[config.mk]
export PLATFORM = sky130hd
export DESIGN_NAME = i2c_cfg_target
export DESIGN_NICKNAME = d
export VERILOG_FILES = /design/src/rtl/cfgi2c_pkg.sv /design/src/rtl/cfgi2c_busmon.sv /design/src/rtl/cfgi2c_regfile.sv /design/src/rtl/i2c_cfg_target.sv
export SDC_FILE = /design/constraint.sdc
export NUM_CORES = 1
export LEC_CHECK = 0
export CAP_MARGIN = 5
export CORE_ASPECT_RATIO = 0.8
export CORE_UTILIZATION = 40
export CTS_CLUSTER_DIAMETER = 200
export DETAILED_ROUTE_END_ITERATION = 10
export PLACE_DENSITY = 0.61
export SLEW_MARGIN = 20
export SYNTH_ARGS = -nofsm -noshare
export SYNTH_HDL_FRONTEND = slang
export SYNTH_SLANG_ARGS = --single-unit
[constraint.sdc]
create_clock -name clk -period 5.8 [get_ports clk]
set_input_delay 0.87 -clock clk [delete_from_list [all_inputs] [get_ports clk]]
set_output_delay 0.87 -clock clk [all_outputs]
set_load 0.02 [all_outputs]
[src/rtl/cfgi2c_pkg.sv]
package cfgi2c_pkg;

    typedef enum logic [2:0] {
        ST_IDLE,
        ST_ADDR,
        ST_ADDR_ACK,
        ST_WR_BYTE,
        ST_WR_ACK,
        ST_RD_BYTE,
        ST_RD_ACK,
        ST_IGNORE
    } tgt_state_e;

    localparam int unsigned BITS_PER_BYTE = 8;

endpackage

[src/rtl/cfgi2c_busmon.sv]
module cfgi2c_busmon #(
    parameter int unsigned SYNC_STAGES = 2
) (
    input  logic clk,
    input  logic rst_n,
    input  logic scl_i,
    input  logic sda_i,
    output logic scl_lvl,
    output logic sda_lvl,
    output logic scl_rise,
    output logic scl_fall,
    output logic start_det,
    output logic stop_det
);

    logic [SYNC_STAGES-1:0] scl_pipe;
    logic [SYNC_STAGES-1:0] sda_pipe;
    logic                   scl_q;
    logic                   sda_q;

    // idle bus level is high; reset to it so no false START appears
    always_ff @(posedge clk or negedge rst_n) begin
        if (!rst_n) begin
            scl_pipe <= '1;
            sda_pipe <= '1;
            scl_q    <= 1'b1;
            sda_q    <= 1'b1;
        end else begin
            scl_pipe <= {scl_pipe[SYNC_STAGES-2:0], scl_i};
            sda_pipe <= {sda_pipe[SYNC_STAGES-2:0], sda_i};
            scl_q    <= scl_pipe[SYNC_STAGES-1];
            sda_q    <= sda_pipe[SYNC_STAGES-1];
        end
    end

    assign scl_lvl   = scl_pipe[SYNC_STAGES-1];
    assign sda_lvl   = sda_pipe[SYNC_STAGES-1];
    assign scl_rise  =  scl_lvl & ~scl_q;
    assign scl_fall  = ~scl_lvl &  scl_q;
    assign start_det =  scl_lvl & scl_q &  sda_q & ~sda_lvl;
    assign stop_det  =  scl_lvl & scl_q & ~sda_q &  sda_lvl;

endmodule

[src/rtl/cfgi2c_regfile.sv]
module cfgi2c_regfile #(
    parameter int unsigned IDX_W    = 3,
    parameter logic [7:0]  RST_FILL = 8'hA0
) (
    input  logic                      clk,
    input  logic                      rst_n,
    input  logic                      we,
    input  logic [IDX_W-1:0]          widx,
    input  logic [7:0]                wdata,
    input  logic [IDX_W-1:0]          ridx,
    output logic [7:0]                rdata,
    output logic [(8*(2**IDX_W))-1:0] regs_flat
);

    localparam int unsigned NREG = 2 ** IDX_W;

    logic [7:0] regs [NREG];

    for (genvar g = 0; g < NREG; g++) begin : g_reg
        always_ff @(posedge clk or negedge rst_n) begin
            if (!rst_n) begin
                regs[g] <= RST_FILL | 8'(g);
            end else if (we && (widx == IDX_W'(g))) begin
                regs[g] <= wdata;
            end
        end
        assign regs_flat[g*8 +: 8] = regs[g];
    end

    assign rdata = regs[ridx];

    // a write strobe leaves its byte in the addressed entry
    a_r5_write_lands: assert property (@(posedge clk) disable iff (!rst_n)
        we |=> (regs[$past(widx)] == $past(wdata)));

endmodule

[src/rtl/i2c_cfg_target.sv]
module i2c_cfg_target
    import cfgi2c_pkg::*;
#(
    parameter int unsigned IDX_W       = 3,
    parameter logic [5:0]  ADDR_HI     = 6'b100110,
    parameter logic [7:0]  MAP_DEFAULT = 8'h05,
    parameter logic [7:0]  RST_FILL    = 8'hA0,
    parameter int unsigned SYNC_STAGES = 2
) (
    input  logic                      clk,
    input  logic                      rst_n,
    input  logic                      scl_i,
    input  logic                      sda_i,
    input  logic                      addr_sel_i,
    output logic                      sda_oe_o,
    output logic [(8*(2**IDX_W))-1:0] cfg_regs_o
);

    localparam logic [3:0] LAST_CNT = 4'(BITS_PER_BYTE);

    tgt_state_e       state, nxt;
    logic [3:0]       bit_cnt;
    logic [7:0]       rx_sh;
    logic [7:0]       tx_sh;
    logic             rw_q;
    logic             first_q;
    logic             nack_q;
    logic             map_incr;
    logic [IDX_W-1:0] map_idx;
    logic [IDX_W-1:0] rd_idx;
    logic [7:0]       rd_data;
    logic             reg_we;
    logic             addr_hit;
    logic             byte_done;

    logic scl_lvl, sda_lvl, scl_rise, scl_fall, start_det, stop_det;

    cfgi2c_busmon #(.SYNC_STAGES(SYNC_STAGES)) u_busmon (
        .clk       (clk),
        .rst_n     (rst_n),
        .scl_i     (scl_i),
        .sda_i     (sda_i),
        .scl_lvl   (scl_lvl),
        .sda_lvl   (sda_lvl),
        .scl_rise  (scl_rise),
        .scl_fall  (scl_fall),
        .start_det (start_det),
        .stop_det  (stop_det)
    );

    assign addr_hit  = (rx_sh[7:2] == ADDR_HI) && (rx_sh[1] == addr_sel_i);
    assign byte_done = scl_fall && (bit_cnt == LAST_CNT);

    // register store happens when a non-pointer byte completes
    assign reg_we = (state == ST_WR_BYTE) && byte_done && !first_q
                    && !start_det && !stop_det;

    // next outgoing byte follows the pointer, stepped ahead after an ACK
    assign rd_idx = ((state == ST_RD_ACK) && map_incr) ? map_idx + IDX_W'(1) : map_idx;

    cfgi2c_regfile #(.IDX_W(IDX_W), .RST_FILL(RST_FILL)) u_regfile (
        .clk       (clk),
        .rst_n     (rst_n),
        .we        (reg_we),
        .widx      (map_idx),
        .wdata     (rx_sh),
        .ridx      (rd_idx),
        .rdata     (rd_data),
        .regs_flat (cfg_regs_o)
    );

    // next-state logic
    always_comb begin
        nxt = state;
        if (stop_det) begin
            nxt = ST_IDLE;
        end else if (start_det) begin
            nxt = ST_ADDR;
        end else begin
            unique case (state)
                ST_IDLE:     nxt = ST_IDLE;
                ST_ADDR:     if (byte_done) nxt = addr_hit ? ST_ADDR_ACK : ST_IGNORE;
                ST_ADDR_ACK: if (scl_fall)  nxt = rw_q ? ST_RD_BYTE : ST_WR_BYTE;
                ST_WR_BYTE:  if (byte_done) nxt = ST_WR_ACK;
                ST_WR_ACK:   if (scl_fall)  nxt = ST_WR_BYTE;
                ST_RD_BYTE:  if (byte_done) nxt = ST_RD_ACK;
                ST_RD_ACK:   if (scl_fall)  nxt = nack_q ? ST_IGNORE : ST_RD_BYTE;
                ST_IGNORE:   nxt = ST_IGNORE;
            endcase
        end
    end

    // state register and datapath
    always_ff @(posedge clk or negedge rst_n) begin
        if (!rst_n) begin
            state    <= ST_IDLE;
            bit_cnt  <= '0;
            rx_sh    <= '0;
            tx_sh    <= '0;
            rw_q     <= 1'b0;
            first_q  <= 1'b0;
            nack_q   <= 1'b0;
            map_incr <= MAP_DEFAULT[7];
            map_idx  <= MAP_DEFAULT[IDX_W-1:0];
        end else begin
            state <= nxt;
            if (start_det || stop_det) begin
                bit_cnt <= '0;
            end else begin
                unique case (state)
                    ST_IDLE, ST_IGNORE: begin
                        bit_cnt <= '0;
                    end
                    ST_ADDR: begin
                        if (scl_rise) begin
                            rx_sh   <= {rx_sh[6:0], sda_lvl};
                            bit_cnt <= bit_cnt + 4'd1;
                        end
                        if (byte_done) begin
                            rw_q    <= rx_sh[0];
                            first_q <= 1'b1;
                        end
                    end
                    ST_ADDR_ACK: begin
                        if (scl_fall) begin
                            bit_cnt <= '0;
                            tx_sh   <= rd_data;
                        end
                    end
                    ST_WR_BYTE: begin
                        if (scl_rise) begin
                            rx_sh   <= {rx_sh[6:0], sda_lvl};
                            bit_cnt <= bit_cnt + 4'd1;
                        end
                        if (byte_done) begin
                            if (first_q) begin
                                map_incr <= rx_sh[7];
                                map_idx  <= rx_sh[IDX_W-1:0];
                                first_q  <= 1'b0;
                            end else if (map_incr) begin
                                map_idx <= map_idx + IDX_W'(1);
                            end
                        end
                    end
                    ST_WR_ACK: begin
                        if (scl_fall) bit_cnt <= '0;
                    end
                    ST_RD_BYTE: begin
                        if (scl_rise) bit_cnt <= bit_cnt + 4'd1;
                        if (scl_fall && (bit_cnt != LAST_CNT)) tx_sh <= {tx_sh[6:0], 1'b0};
                    end
                    ST_RD_ACK: begin
                        if (scl_rise) nack_q <= sda_lvl;
                        if (scl_fall && !nack_q) begin
                            bit_cnt <= '0;
                            tx_sh   <= rd_data;
                            map_idx <= rd_idx;
                        end
                    end
                endcase
            end
        end
    end

    // output logic: open-drain pull-down enable
    always_comb begin
        unique case (state)
            ST_ADDR_ACK, ST_WR_ACK: sda_oe_o = 1'b1;
            ST_RD_BYTE:             sda_oe_o = ~tx_sh[7];
            ST_IDLE, ST_ADDR, ST_WR_BYTE,
            ST_RD_ACK, ST_IGNORE:   sda_oe_o = 1'b0;
        endcase
    end

    // STOP always returns to idle
    a_r10_stop_to_idle: assert property (@(posedge clk) disable iff (!rst_n)
        stop_det |=> (state == ST_IDLE));

    // START restarts the address phase with an empty bit count
    a_r10_start_to_addr: assert property (@(posedge clk) disable iff (!rst_n)
        (start_det && !stop_det) |=> ((state == ST_ADDR) && (bit_cnt == 4'd0)));

    // the ignore state holds until a bus condition
    a_r3_ignore_holds: assert property (@(posedge clk) disable iff (!rst_n)
        ((state == ST_IGNORE) && !start_det && !stop_det) |=> (state == ST_IGNORE));

    // a fixed pointer does not move during a read
    a_r8_ptr_fixed: assert property (@(posedge clk) disable iff (!rst_n)
        (((state == ST_RD_BYTE) || (state == ST_RD_ACK)) && !map_incr && !start_det && !stop_det)
        |=> $stable(map_idx));

    // SDA drive changes only with SCL low, except after a bus condition
    a_r11_sda_moves_scl_low: assert property (@(posedge clk) disable iff (!rst_n)
        (!$stable(sda_oe_o) && !$past(start_det) && !$past(stop_det)) |-> !scl_lvl);

endmodule

==> results of run 1 <==
-- layout make-up --
type,instances,area share (%)
multi-input cells,276,38.0
inverters,8,0.487
flip-flops and latches,100,41.3
repair buffers,71,11.7
clock buffers,10,3.87
clock inverters,6,1.18
well taps,171,3.47
-- kinds of logic after synthesis --
| kind of cell | count (synthesis) | synth area share [%] |
|---|---|---|
| compound gates | 59 | 7.72 |
| xor+xnor | 3 | 0.894 |
| fa+ha+maj | 8 | 1.99 |
| buf+inv | 34 | 2.98 |
| flops | 100 | 50.5 |
| mux | 116 | 26.7 |
| simple gates | 90 | 9.16 |
-- worst max-delay path by stage --
stage | to | slack [ns] | cells after the start
3_5_place_dp | tx_sh[4] | 2.12 | 5
3_3_place_gp | tx_sh[4] | 2.33 | 5
5_1_grt | tx_sh[4] | 2.10 | 6
2_1_floorplan | tx_sh[3] | 3.45 | 6
4_1_cts | tx_sh[6] | 2.09 | 5
6_report | tx_sh[6] | 2.37 | 6
-- sequential cells by signal (all words and copies together), names as in the netlist --
| register | count |
|---|---|
| u_regfile.regs_flat | 64 |
| u_busmon.sda_q | 1 |
| bit_cnt | 4 |
| tx_sh | 8 |
| rx_sh | 8 |
| u_busmon.sda_pipe | 2 |
| nack_q | 1 |
| u_busmon.scl_q | 1 |
| map_idx | 3 |
| map_incr | 1 |
| state | 3 |
| u_busmon.scl_pipe | 2 |
| first_q | 1 |
| rw_q | 1 |
-- power groups by stage --
| stage | Combinational [mW] | Sequential [mW] | Clock [mW] |
|---|---|---|---|
| 6_report | 0.319 | 0.929 | 0.630 |
| 5_1_grt | 0.352 | 0.947 | 0.668 |
| 4_1_cts | 0.315 | 0.924 | 0.639 |
| 3_5_place_dp | 0.313 | 0.936 | 0 |
| 3_3_place_gp | 0.303 | 0.934 | 0 |
| 2_1_floorplan | 0.320 | 0.820 | 0 |
-- placed cells by master (no fill, tap or decap), types with 2 or more instances in the layout --
cell type         n
and2_1            2
nor2_1           20
clkbuf_16         9
o31ai_1           2
dfstp_2          36
dfrtp_1          64
nand2_1          18
a211oi_1         10
nand3b_1          2
mux2i_1          31
buf_4             2
nor2b_1           4
and3_1            4
nand4_1           4
o21ai_0          19
o221ai_1          3
mux4_2            6
nand2b_1          7
clkdlybuf4s50_1  68
xnor2_1           2
clkinv_4          3
nand4b_1          2
a21oi_1          10
a221o_1           2
mux2_1           14
o22ai_1           2
mux2_2           64
nand3_1           9
ha_1              8
inv_1             7
a221oi_1          3
nor3_1           10
-- metrics by stage --
stage	utilization (%)	setup slack [ns]
final	50.5	2.37
after CTS	50.3	2.09
after detailed placement	47.8	2.12
after global placement	47.8	2.33
after floorplan	-	3.45
after global routing	50.5	2.10
-- routing by layer --
metal	part of all wire, %	vias to the layer above	global-route usage [%]
met5	0	-	0
met4	1.3	0	6.04
met3	4.4	20	4.50
met2	45	94	32.6
met1	49	1802	30.4
li1	-	1618	-
==> metrics.txt, run 1 <==
Final Instance Count excl. Fillers 642; Cell Int Power 1.27 mW; type of the worst min-delay path reg -> reg; top post-synthesis cells by area dfrtp_1 32%, dfstp_2 19%, mux2_2 14%, mux2i_1 6.2%, mux2_1 3.1%; RR Endpoint tx_sh[6]; CP top delay family flip-flops; via count 3,534; R2R depth 6; layout cells sized above 1 27.8%; Vias/cell 5.50; CP cell instances nand4b_1 -> xnor2_4 -> buf_16 -> mux2i_1 -> mux4_2 -> a211oi_1; Arrival @ worst endpoint 3.69 ns; PD cells 304 mW/mm2; Worst EP required 6.06 ns; Clk Latency, worst-skew pair 0.35 ns; Crit. End Element register; clock sinks 100; fmax 0.292 GHz; multi-input logic area 0.00234 mm2; final wirelength 12.9 mm; nets@finish 479; initial DRC count 202; cts hold-fix bufs 0; Yosys reg bits 100; CTS buffer count 9; Seq pwr share 49.4%; DRC viols 0; Post-synth top cells 64 x dfrtp_1, 64 x mux2_2, 36 x dfstp_2, 31 x mux2i_1, 20 x nor2_1; Layout area overhead 22.4%; Max VDD drop 135 uV; RSZ-0062 raised after global routing false; DRT antenna net count 0; Avg WL per Cell 20.0 um; Comb pwr share 17.0%; fin crit share 59.1%; CP startpoint kind register; Synth top area share 31.8%; total power 1.88 mW; Max Cap Viol 0; placed cell areas 0.00583 mm2; Async S/R FF share, synth 100%; synth unique cells 52; Final GP Congestion 0.806; Detailed Place HPWL 8.59 mm; Reg area 0.00255 mm2; Tmin final 3.43 ns; worst slew pin tran 1.09 ns; Die W 127 um; clock share of power 33.6%; Max Transition Viols Final 0; crit path max fanout 25; Worst Path Buf+Inv 1; synth warn 0; initial antenna violation count 0; mean post-synth cell area 12.3 um2; setup_tns 0 ns; TritonRoute pass-1 iters 4; Worst Hold Launch u_busmon.scl_pipe[0]; DIE AREA 0.0131 mm2; first-pass GRT wire length 20.3 mm; Fin. Hold Viols 0; Yosys top cell by area dfrtp_1; switching portion of total power 32.4%; Post-CTS Setup Repair Bufs 0; core area 0.0122 mm2; outcome finished clean; final setup violation count 0; maximum clock insertion buffer count 2; Largest stage delay, worst path 0.77 ns; grt ovf 0; Layout fillers 1,099; Crit-path slowest cell dfrtp_1; Initial Util 41.3%; Clock Skews 0.00747 ns; Final Cell Area 0.00617 mm2; n_diodes 0; hold depth 0; Leakage 2.68 nW; vias in the first global route 3,494; EDFF count, synth 0; PortBufs 69; clock-pin slew on the worst setup and hold paths 0.07 ns; CTS tree built; worst hold endpoint u_busmon.scl_pipe[1]; H-Tree Depth 3; Fin Hold WS 0.356 ns; Seq/Total Area, Yosys 50.5%; Rel. slew slack 27.1%; crit path from state[1]; Ports 70; Mapped Area 0.00504 mm2; GRT Total Usage 21.2%; Psw 608 uW; Inst Count DP 625; Mapped Cells 410; main flop type after synthesis dfrtp_1; post-synth net total 423; setup slack, reg-to-reg 2.37 ns; pin count of the biggest net entering global routing 57; Critical Setup Path Class reg -> reg; row cnt 36; Die Height 102 um; post-CTS sizing 0; RR Startpoint state[1]; Clock Root Buffer clkbuf_16
(Power assumes the default switching activity.)
==> run 2, diff against run 1 <==
Settings changed: PLACE_DENSITY 0.61 to 0.64.
Clock period 5.8 ns to 2.8 ns, I/O delays scaled along.
==> run 2 against run 1 <==
  * Hold slack worse by 0.22 ns
  * Clock skew up 0.0036 ns
  * Total power up 110%
  * Routed wire length up 1.4%
  * Critical endpoint is now u_regfile.regs_flat[3]
  * Cell count up 3.0%
  * Register-to-register slack worse by 2.1 ns
  * Maximum frequency up 35%
  * Clock power up 110%
  * Count of clock-buffer cells in the layout down 1
  * Largest power group unchanged
  * Die area unchanged
==> metrics.txt, run 2 (synthesis results as in run 1) <==
outcome finished clean (unchanged); setup_tns 0 ns (unchanged); Die W 127 um (unchanged); Vias/cell 5.41 (was 5.50); type of the worst min-delay path in -> async (was reg -> reg); crit path max fanout 8 (was 25); Max VDD drop 323 uV (was 135 uV); clock share of power 33.3% (was 33.6%); Seq pwr share 46.8% (was 49.4%); core area 0.0122 mm2 (unchanged); via count 3,574 (was 3,534); Max Cap Viol 0 (unchanged); clock-pin slew on the worst setup and hold paths 0.08 ns (was 0.07 ns); initial antenna violation count 0 (unchanged); clock sinks 100 (unchanged); Crit. End Element register (unchanged); TritonRoute pass-1 iters 5 (was 4); max FFs per register 64 (unchanged); nets@finish 498 (was 479); most common cell after layout, fill and taps aside clkdlybuf4s50_1 (unchanged); Final GP Congestion 0.800 (was 0.806); Rel. slew slack 38.2% (was 27.1%); DRT antenna net count 0 (unchanged); fin crit share 90.7% (was 59.1%); PortBufs 69 (unchanged); final wirelength 13.0 mm (was 12.9 mm); layout cells sized above 1 30.6% (was 27.8%); n_diodes 0 (unchanged); grt ovf 0 (unchanged); Fin. Hold Viols 0 (unchanged); vias in the first global route 3,680 (was 3,494); Inst Count DP 645 (was 625); Post-CTS Setup Repair Bufs 0 (unchanged); Clock Skews 0.0111 ns (was 0.00747 ns); Max Transition Viols Final 0 (unchanged); worst slew pin tran 0.922 ns (was 1.09 ns); cts hold-fix bufs 0 (unchanged); Arrival @ worst endpoint 2.78 ns (was 3.69 ns); initial DRC count 209 (was 202); Critical Setup Path Class reg -> reg (unchanged); Worst EP required 3.04 ns (was 6.06 ns); Largest stage delay, worst path 0.53 ns (was 0.77 ns); CP cell instances inv_1 -> ha_1 -> nand3b_1 -> or3_1 -> nor3_1 -> and3_1 -> mux2_2 (was nand4b_1 -> xnor2_4 -> buf_16 -> mux2i_1 -> mux4_2 -> a211oi_1); Ports 70 (unchanged); DIE AREA 0.0131 mm2 (unchanged); Die Height 102 um (unchanged); switching portion of total power 34.2% (was 32.4%); PD cells 622 mW/mm2 (was 304 mW/mm2); CTS buffer count 9 (unchanged); Leakage 2.77 nW (was 2.68 nW); Avg WL per Cell 19.7 um (was 20.0 um); RSZ-0062 raised after global routing false (unchanged); Initial Util 41.3% (unchanged); first-pass GRT wire length 20.9 mm (was 20.3 mm); commonest cells after routing, fill and taps aside 68 x clkdlybuf4s50_1, 64 x mux2_2, 64 x dfrtp_1, 36 x dfstp_2, 31 x mux2i_1 (unchanged); Crit-path slowest cell and3_1 (was dfrtp_1); Comb pwr share 19.9% (was 17.0%); H-Tree Depth 3 (unchanged); GRT Total Usage 21.3% (was 21.2%); final setup violation count 0 (unchanged); pin count of the biggest net entering global routing 60 (was 57); DRC viols 0 (unchanged); Detailed Place HPWL 9.09 mm (was 8.59 mm); Layout fillers 1,061 (was 1,099); maximum clock insertion buffer count 2 (unchanged); Clk Latency, worst-skew pair 0.36 ns (was 0.35 ns); Clock Root Buffer clkbuf_16 (unchanged); CP startpoint kind register (unchanged); Final Instance Count excl. Fillers 661 (was 642); fmax 0.394 GHz (was 0.292 GHz); Layout area overhead 25.4% (was 22.4%); post-CTS sizing 0 (unchanged); Psw 1.35 mW (was 608 uW); Cell Int Power 2.59 mW (was 1.27 mW); Tmin final 2.54 ns (was 3.43 ns); row cnt 36 (unchanged); CTS tree built (unchanged)
## run 2: changes by cell type in the layout (fill, tap and decap cells not counted), sizes merged
| cell | change |
|---|---|
| buf | +19 |
| bufinv | -1 |
| clkbuf | -1 |
| clkinv | +1 |
| inv | +1 |
## run 2: per-layer routing
metal / part of all wire (%) / vias to the layer above / track usage (%)
li1: - / 1659 / -
met1: 48 / 1786 / 29.7
met2: 44 / 110 / 32.6
met3: 6.2 / 19 / 5.86
met4: 1.2 / 0 / 6.04
met5: 0 / - / 0
## run 2: final cells by class
type / instances / area (um2) / area share (%)
inverter: 8 / 30.0 / 0.475
timing repair buffer: 90 / 858 / 13.6
clock buffer: 9 / 225 / 3.56
tap: 171 / 214 / 3.39
clock inverter: 7 / 101 / 1.60
multi-input combinational: 276 / 2340 / 37.1
sequential: 100 / 2550 / 40.3
## run 2: power groups by stage
stage                     combinational, mW  sequential [mW]  clock [mW]
after floorplan                       0.662             1.70           0
after global placement                0.768             1.86           0
after detailed placement              0.780             1.87           0
after CTS                             0.782             1.84        1.34
after global routing                  0.863             1.88        1.40
final                                 0.782             1.84        1.31
## run 2: through the flow
step	power (mW)	setup WS (ns)	hold WS [ns]	utilization (%)	area, um2
final	3.93	0.259	0.135	51.8	6320
after global routing	4.14	0.105	0.203	51.8	6320
after CTS	3.97	0.276	0.181	51.8	6320
after detailed placement	2.65	0.303	0.347	49.1	5990
after global placement	2.63	0.362	0.348	49.1	5990
after floorplan	2.36	0.447	0.124	-	5040
## run 2: critical path: cells and delay by family, from the launching register on
family	cells	cell delay, ns
AND/OR/NAND/NOR	4	1.40
buffers and inverters	1	0.07
adder cells (fa/ha/maj)	1	0.13
multiplexers	1	0.39
flip-flops	1	0.42
## run 2: final timing paths
kind                                           to  slack (ns)  depth (start not counted)                 start
max reg2reg                u_regfile.regs_flat[3]        0.26                          7            bit_cnt[0]
max                        u_regfile.regs_flat[3]        0.26                          7            bit_cnt[0]
min in group clk             u_busmon.sda_pipe[1]        0.36                          0  u_busmon.sda_pipe[0]
max in group asynchronous    u_busmon.scl_pipe[1]        1.86                          2                 rst_n
min                                    bit_cnt[0]        0.13                          1                 rst_n
min reg2reg                  u_busmon.sda_pipe[1]        0.36                          0  u_busmon.sda_pipe[0]
